[src/rtl/imm_add_pkg.sv]
package imm_add_pkg;
    typedef enum logic [2:0] {
        S_IDLE,
        S_OP,
        S_EXT1,
        S_EXT2,
        S_LO,
        S_HI
    } seq_state_e;

    localparam logic [1:0] SZ_BYTE = 2'b00;
    localparam logic [1:0] SZ_WORD = 2'b01;
    localparam logic [1:0] SZ_LONG = 2'b10;
    localparam logic [1:0] SZ_BAD  = 2'b11;

    typedef struct packed {
        logic c;
        logic z;
        logic n;
        logic v;
    } flags_t;
endpackage

[src/rtl/imm_add_alu.sv]
module imm_add_alu #(
    parameter int W = 16
) (
    input  logic [W-1:0] a,
    input  logic [W-1:0] b,
    input  logic         cin,
    output logic [W-1:0] sum,
    output logic         cout
);
    logic [W:0] full;

    always_comb begin
        full = {1'b0, a} + {1'b0, b} + {{W{1'b0}}, cin};
        sum  = full[W-1:0];
        cout = full[W];
    end
endmodule

[src/rtl/imm_add_regfile.sv]
module imm_add_regfile #(
    parameter int W     = 16,
    parameter int NREGS = 8,
    localparam int REG_W = $clog2(NREGS)
) (
    input  logic             clk,
    input  logic             rst_n,
    input  logic             we_lo,
    input  logic             we_hi,
    input  logic [REG_W-1:0] widx,
    input  logic [W-1:0]     wdata,
    input  logic [REG_W-1:0] a_idx,
    output logic [W-1:0]     a_lo,
    output logic [W-1:0]     a_hi,
    input  logic [REG_W-1:0] b_idx,
    output logic [2*W-1:0]   b_val
);
    logic [W-1:0] lo_q [NREGS];
    logic [W-1:0] hi_q [NREGS];

    always_ff @(posedge clk) begin
        if (!rst_n) begin
            for (int i = 0; i < NREGS; i++) begin
                lo_q[i] <= '0;
                hi_q[i] <= '0;
            end
        end else begin
            if (we_lo) lo_q[widx] <= wdata;
            if (we_hi) hi_q[widx] <= wdata;
        end
    end

    always_comb begin
        a_lo  = lo_q[a_idx];
        a_hi  = hi_q[a_idx];
        b_val = {hi_q[b_idx], lo_q[b_idx]};
    end

    // a long add writes the low half one cycle before the high half
    assert_hi_after_lo_R4: assert property (@(posedge clk) disable iff (!rst_n)
        we_hi |-> $past(we_lo));
endmodule

[src/rtl/imm_add_seq.sv]
module imm_add_seq
    import imm_add_pkg::*;
#(
    parameter int W      = 16,
    parameter int NREGS  = 8,
    parameter int ADDR_W = 16,
    localparam int REG_W = $clog2(NREGS),
    localparam int BYTE_W = 8
) (
    input  logic              clk,
    input  logic              rst_n,
    input  logic              start,
    input  logic [ADDR_W-1:0] pc,
    output logic              mem_rd,
    output logic [ADDR_W-1:0] mem_addr,
    input  logic [W-1:0]      mem_rdata,
    output logic              busy,
    output logic              done,
    output logic              illegal,
    output logic              addr_err,
    output logic              flag_c,
    output logic              flag_z,
    output logic              flag_n,
    output logic              flag_v,
    input  logic [REG_W-1:0]  rd_idx,
    output logic [2*W-1:0]    rd_val
);
    localparam logic [ADDR_W-1:0] STEP = ADDR_W'(W / 8);

    typedef struct packed {
        seq_state_e        st;
        logic [ADDR_W-1:0] addr;
        logic [1:0]        size;
        logic [REG_W-1:0]  idx;
        logic [W-1:0]      op_lo;
        logic [W-1:0]      op_hi;
        logic              carry;
        logic              zlo;
        flags_t            flg;
        logic              done;
        logic              illegal;
        logic              aerr;
    } seq_t;

    seq_t q, d;

    logic [W-1:0] alu_a, alu_b, alu_sum, wdata, rf_lo, rf_hi;
    logic         alu_cin, alu_cout, we_lo, we_hi;

    imm_add_alu #(.W(W)) u_alu (
        .a(alu_a), .b(alu_b), .cin(alu_cin), .sum(alu_sum), .cout(alu_cout)
    );

    imm_add_regfile #(.W(W), .NREGS(NREGS)) u_rf (
        .clk(clk), .rst_n(rst_n),
        .we_lo(we_lo), .we_hi(we_hi), .widx(q.idx), .wdata(wdata),
        .a_idx(q.idx), .a_lo(rf_lo), .a_hi(rf_hi),
        .b_idx(rd_idx), .b_val(rd_val)
    );

    always_comb begin
        d         = q;
        d.done    = 1'b0;
        d.illegal = 1'b0;
        d.aerr    = 1'b0;
        mem_rd    = 1'b0;
        mem_addr  = q.addr;
        we_lo     = 1'b0;
        we_hi     = 1'b0;
        alu_a     = rf_lo;
        alu_b     = q.op_lo;
        alu_cin   = 1'b0;
        wdata     = alu_sum;

        if (q.st == S_HI) begin
            alu_a   = rf_hi;
            alu_b   = q.op_hi;
            alu_cin = q.carry;
        end else if (q.size == SZ_BYTE) begin
            alu_a = {{(W-BYTE_W){1'b0}}, rf_lo[BYTE_W-1:0]};
            wdata = {rf_lo[W-1:BYTE_W], alu_sum[BYTE_W-1:0]};
        end

        case (q.st)
            S_IDLE: begin
                if (start) begin
                    d.addr = pc;
                    d.st   = S_OP;
                end
            end
            S_OP: begin
                if (q.addr[0]) begin
                    d.aerr = 1'b1;
                    d.done = 1'b1;
                    d.st   = S_IDLE;
                end else begin
                    mem_rd = 1'b1;
                    d.size = mem_rdata[7:6];
                    d.idx  = mem_rdata[REG_W-1:0];
                    if (mem_rdata[7:6] == SZ_BAD) begin
                        d.illegal = 1'b1;
                        d.done    = 1'b1;
                        d.st      = S_IDLE;
                    end else begin
                        d.addr = q.addr + STEP;
                        d.st   = S_EXT1;
                    end
                end
            end
            S_EXT1: begin
                mem_rd = 1'b1;
                if (q.size == SZ_LONG) begin
                    d.op_hi = mem_rdata;
                    d.addr  = q.addr + STEP;
                    d.st    = S_EXT2;
                end else begin
                    d.op_lo = (q.size == SZ_BYTE)
                            ? {{(W-BYTE_W){1'b0}}, mem_rdata[BYTE_W-1:0]}
                            : mem_rdata;
                    d.st    = S_LO;
                end
            end
            S_EXT2: begin
                mem_rd  = 1'b1;
                d.op_lo = mem_rdata;
                d.st    = S_LO;
            end
            S_LO: begin
                we_lo = 1'b1;
                if (q.size == SZ_LONG) begin
                    d.carry = alu_cout;
                    d.zlo   = (alu_sum == '0);
                    d.st    = S_HI;
                end else begin
                    if (q.size == SZ_BYTE) begin
                        d.flg.c = alu_sum[BYTE_W];
                        d.flg.n = alu_sum[BYTE_W-1];
                        d.flg.z = (alu_sum[BYTE_W-1:0] == '0);
                        d.flg.v = (alu_a[BYTE_W-1] == alu_b[BYTE_W-1]) &&
                                  (alu_sum[BYTE_W-1] != alu_a[BYTE_W-1]);
                    end else begin
                        d.flg.c = alu_cout;
                        d.flg.n = alu_sum[W-1];
                        d.flg.z = (alu_sum == '0);
                        d.flg.v = (alu_a[W-1] == alu_b[W-1]) &&
                                  (alu_sum[W-1] != alu_a[W-1]);
                    end
                    d.done = 1'b1;
                    d.st   = S_IDLE;
                end
            end
            S_HI: begin
                we_hi   = 1'b1;
                d.flg.c = alu_cout;
                d.flg.n = alu_sum[W-1];
                d.flg.z = q.zlo && (alu_sum == '0);
                d.flg.v = (alu_a[W-1] == alu_b[W-1]) &&
                          (alu_sum[W-1] != alu_a[W-1]);
                d.done  = 1'b1;
                d.st    = S_IDLE;
            end
            default: d.st = S_IDLE;
        endcase
    end

    always_ff @(posedge clk) begin
        if (!rst_n) begin
            q <= '0;
        end else begin
            q <= d;
        end
    end

    always_comb begin
        busy     = (q.st != S_IDLE);
        done     = q.done;
        illegal  = q.illegal;
        addr_err = q.aerr;
        flag_c   = q.flg.c;
        flag_z   = q.flg.z;
        flag_n   = q.flg.n;
        flag_v   = q.flg.v;
    end

    // completion is reported only once the sequence is back in idle
    assert_done_idle_R8: assert property (@(posedge clk) disable iff (!rst_n)
        done |-> !busy);

    // a successful completion follows a register write
    assert_done_after_write_R8: assert property (@(posedge clk) disable iff (!rst_n)
        (done && !illegal && !addr_err) |-> $past(we_lo || we_hi));

    // a rejected size code never writes a register
    assert_illegal_no_write_R6: assert property (@(posedge clk) disable iff (!rst_n)
        illegal |-> !$past(we_lo || we_hi));

    // memory is never read at an odd byte address
    assert_even_fetch_R7: assert property (@(posedge clk) disable iff (!rst_n)
        mem_rd |-> !mem_addr[0]);

    // an address fault never writes a register
    assert_aerr_no_write_R7: assert property (@(posedge clk) disable iff (!rst_n)
        addr_err |-> !$past(we_lo || we_hi));
endmodule

[config.mk]
export PLATFORM = sky130hd
export DESIGN_NAME = imm_add_seq
export DESIGN_NICKNAME = d
export VERILOG_FILES = /design/src/rtl/imm_add_pkg.sv /design/src/rtl/imm_add_alu.sv /design/src/rtl/imm_add_regfile.sv /design/src/rtl/imm_add_seq.sv
export SDC_FILE = /design/constraint.sdc
export NUM_CORES = 1
export LEC_CHECK = 0
export BUFFER_PORTS_ARGS = -buffer_cell sky130_fd_sc_hd__buf_2
export CAP_MARGIN = 15
export CELL_PAD_IN_SITES_DETAIL_PLACEMENT = 1
export CELL_PAD_IN_SITES_GLOBAL_PLACEMENT = 1
export CORE_UTILIZATION = 35
export CTS_CLUSTER_DIAMETER = 150
export CTS_CLUSTER_SIZE = 24
export DETAILED_ROUTE_END_ITERATION = 16
export PLACE_DENSITY = 0.64
export SYNTH_ARGS = -nofsm -noshare
export SYNTH_HDL_FRONTEND = slang
export SYNTH_SLANG_ARGS = --single-unit
[constraint.sdc]
create_clock -name clk -period 5.2 [get_ports clk]
set_input_delay 1.04 -clock clk [delete_from_list [all_inputs] [get_ports clk]]
set_output_delay 1.04 -clock clk [all_outputs]
set_load 0.01 [all_outputs]
==> impl_metrics.csv <==
group,metric,value,unit
status,status,"finished clean",
yosys,yosys.area_share.simple,0.1425,
yosys,synth_nets,1466,
grt,grt_max_degree,64,
cts,root_buffer,"clkbuf_16",
timing,final.min_clock_period,4624,ps
cts,ctsResizeCount,0,
yosys,post-synth-top-area-cell,"edfxtp_1",
final_layout,synthToLayoutAreaGrowth,10.06,%
yosys,yosys_most_used_dff,"edfxtp_1",
place,pre_cts_slack,584.7,ps
power,p_leak,6.617,nW
die,die_w,224.1,microns
yosys,synthMuxAreaShare,0.2139,
place,dp_hpwl,36530,microns
cts,cts_tree,"done",
grt,grt_pass1_vias,12380,
detailed_routing,drtAntennaViolNets,0,
final_layout,final_util,0.3897,
cts,clk_path_buf_depth,3,
power,p_per_area,287.5,nW/um^2
final_layout,nNetsFinal,1517,
setup_path,r2r_setup_slack,580,ps
detailed_routing,via_per_inst,5.659,
cts,clock_sinks,324,
final_layout,postLayoutCellArea,19000,sq um
cts,post_cts_buffers,0,
timing,setup_violations,0,
yosys,ys_warn_count,0,
setup_path,crit_path_frequent_cell,"mux4_2",
yosys,ys_seq_elements,324,
die,io_pins,95,
detailed_routing,remaining_drc_errors,0,
cts,cts_buffers,17,
yosys,synth.most_common_cell,"nor2_1",
grt,grt_pass1_wl,80360,microns
yosys,netlist-cell-type-count,70,
setup_path,crit_fanout,16,
detailed_routing,vias,12050,
yosys,synth_top_area_frac,0.4454,
yosys,synth_area_per_cell,12.24,sq um
yosys,synth_top_family_by_area,"multiplexers",
timing,fin_setup_tns,0,ps
final_layout,antenna_cells,0,
final_layout,drive_gt1_frac,0.2538,
timing,worst_pin_slew,1146,ps
yosys,synth.area.top_cells,"edfxtp_1 45%, mux4_2 18%, dfxtp_1 7.9%",
setup_path,cp.arrival,5020,ps
timing,period_share,0.8892,
cts,htree_levels,1,
yosys,netlist_area,17260,sq um
cts,clock_latency,540,ps
cts,clk_pin_slew,100,ps
timing,rsz0062_at_grt,"false",
final_layout,finalNonFillerCells,2130,
die,fp.dieArea,50200,sq um
place,dp_cells,2106,
detailed_routing,drt_iter0_markers,1161,
detailed_routing,wl_per_cell,25.32,microns
setup_path,critPathCaptureType,"flip-flop",
die,initial_core_util,0.3540,
place,port_buffers,94,
yosys,synth-xor-area-share,0.005510,
yosys,synth_edf_count,256,
timing,skew,22.57,ps
detailed_routing,drt_pre_antenna_iters,4,
setup_path,crit_type,"reg2reg",
cts,post_cts_hold_buffer_count,0,
final_layout,fill_cells,5168,
timing,finalHoldViolCount,0,
yosys,synth-compound-area-share,0.06467,
power,ir_drop,0.0002265,V
setup_path,critPathMaxStageDelay,560,ps
grt,grt_usage,0.2149,
detailed_routing,routed_wirelength,53920,microns
yosys,synth_common_cells,"289 x nor2_1, 256 x edfxtp_1, 158 x nand2_1",
setup_path,cp_cell_sequence,"buf_4 -> mux4_2 -> mux4_2 -> ha_1 -> nor2b_1 -> o211ai_1 -> a21oi_2 -> o22ai_2 -> or4b_1 -> o311a_1 -> mux2_4 -> nor2_1",
hold_path,min_path_type,"reg2reg",
setup_path,cp.required,5600,ps
setup_path,worst_path_max_delay_cell,"mux4_2",
timing,setup_slack,576.0,ps
die,fp-row-count,81,
grt,antenna_found_initial,0,
place,gp_congestion,0.8110,
yosys,seq_area_frac_synth,0.5243,
yosys,synthAdderAreaFrac,0.01392,
run,drv_cap,0,
grt,grt.overflow.total,0,
timing,max_slew_margin,0.2340,
die,coreArea,48750,sq um
place,placed_area,18530,sq um
setup_path,worstSetupStartpointType,"flip-flop",
timing,max_freq,216.3,MHz
yosys,synthArstFlopShare,0,
die,die_height,224.1,microns
timing,drv_slew,0,
yosys,postSynthCellCount,1410,
==> cell families (layout without fill, tap and decap cells) <==
logic type               count (synthesis)  after routing
buffers and inverters                  136            192
adder cells (fa/ha/maj)                 18             18
XOR/XNOR                                10             10
flip-flops                             324            324
AND/OR/NAND/NOR                        566            566
multiplexers                           194            194
AO/OA/AOI/OAI                          162            162
==> registers in the layout, summed over array words and instances (netlist names), named ones only <==
name and flops:
q 42, u_rf.hi_q 128, flag_n 1, flag_z 1, done 1, u_rf.lo_q 128, flag_v 1, mem_addr 16
flag_c 1, addr_err 1, illegal 1
==> metal layers <==
metal / wire length, microns / global-route usage / vias up
met4: 1157 / 0.04750 / 0
met5: 0 / 0 / -
li1: - / - / 5286
met2: 26340 / 0.3609 / 342
met3: 2875 / 0.02466 / 56
met1: 23540 / 0.2981 / 6369
==> layout by cell type, fill, tap and decap left out, drive strengths merged, types with 2 or more instances in the layout <==
cell / n
o31ai: 2
xor2: 3
a22oi: 10
o311ai: 2
a31o: 2
nor2b: 23
nor4: 3
o22ai: 12
buf: 156
mux2: 35
nand4: 5
o211ai: 4
nand2: 158
a21oi: 36
a2111oi: 2
nor2: 299
nand2b: 7
inv: 13
clkbuf: 22
nor3b: 6
nand3: 17
or3: 3
xnor2: 7
fa: 2
a211o: 3
a221oi: 3
a211oi: 4
dfxtp: 68
and2: 15
mux4: 136
mux2i: 23
and4: 3
edfxtp: 256
o21a: 2
a21boi: 27
and3: 11
o21ai: 37
nor3: 13
a21o: 5
ha: 16
==> final cells by class <==
class | instances | area, sq um | area share
well taps | 664 | 830.8 | 0.04374
clock inverters | 2 | 25.02 | 0.001317
repair buffers | 156 | 988.4 | 0.05204
multi-input cells | 950 | 7609 | 0.4005
clock buffers | 22 | 444.2 | 0.02338
flip-flops and latches | 324 | 9054 | 0.4766
inverters | 12 | 45.04 | 0.002371
==> path summary, 6_finish.rpt <==
check,cells past startpoint,to,start
hold / removal,2,q[30],q[30]
setup / recovery,12,u_rf.hi_q[4][14],flip-flop
hold reg to reg,2,q[30],q[30]
setup reg to reg,12,u_rf.hi_q[4][14],flip-flop
==> worst max-delay path, delay by kind of cell (launching register included) <==
family	cells	cell delay, ps
AO/OA/AOI/OAI	4	890
multiplexers	3	1530
flip-flops	1	510
adder cells (fa/ha/maj)	1	380
AND/OR/NAND/NOR	3	800
buffers and inverters	1	350
==> power breakdown <==
group,internal [mW],switching [mW]
registers,2.88,0.0745
clock network,0.616,0.878
logic,0.393,0.620
==> through the flow <==
step | power, mW | hold slack [ps]
2_1_floorplan | 3.667 | 441.2
3_3_place_gp | 4.004 | 451.5
3_5_place_dp | 4.026 | 461.5
4_1_cts | 5.515 | 476.8
5_1_grt | 5.661 | 495.7
6_report | 5.461 | 471.4
Power figures use the tool's default switching activity.
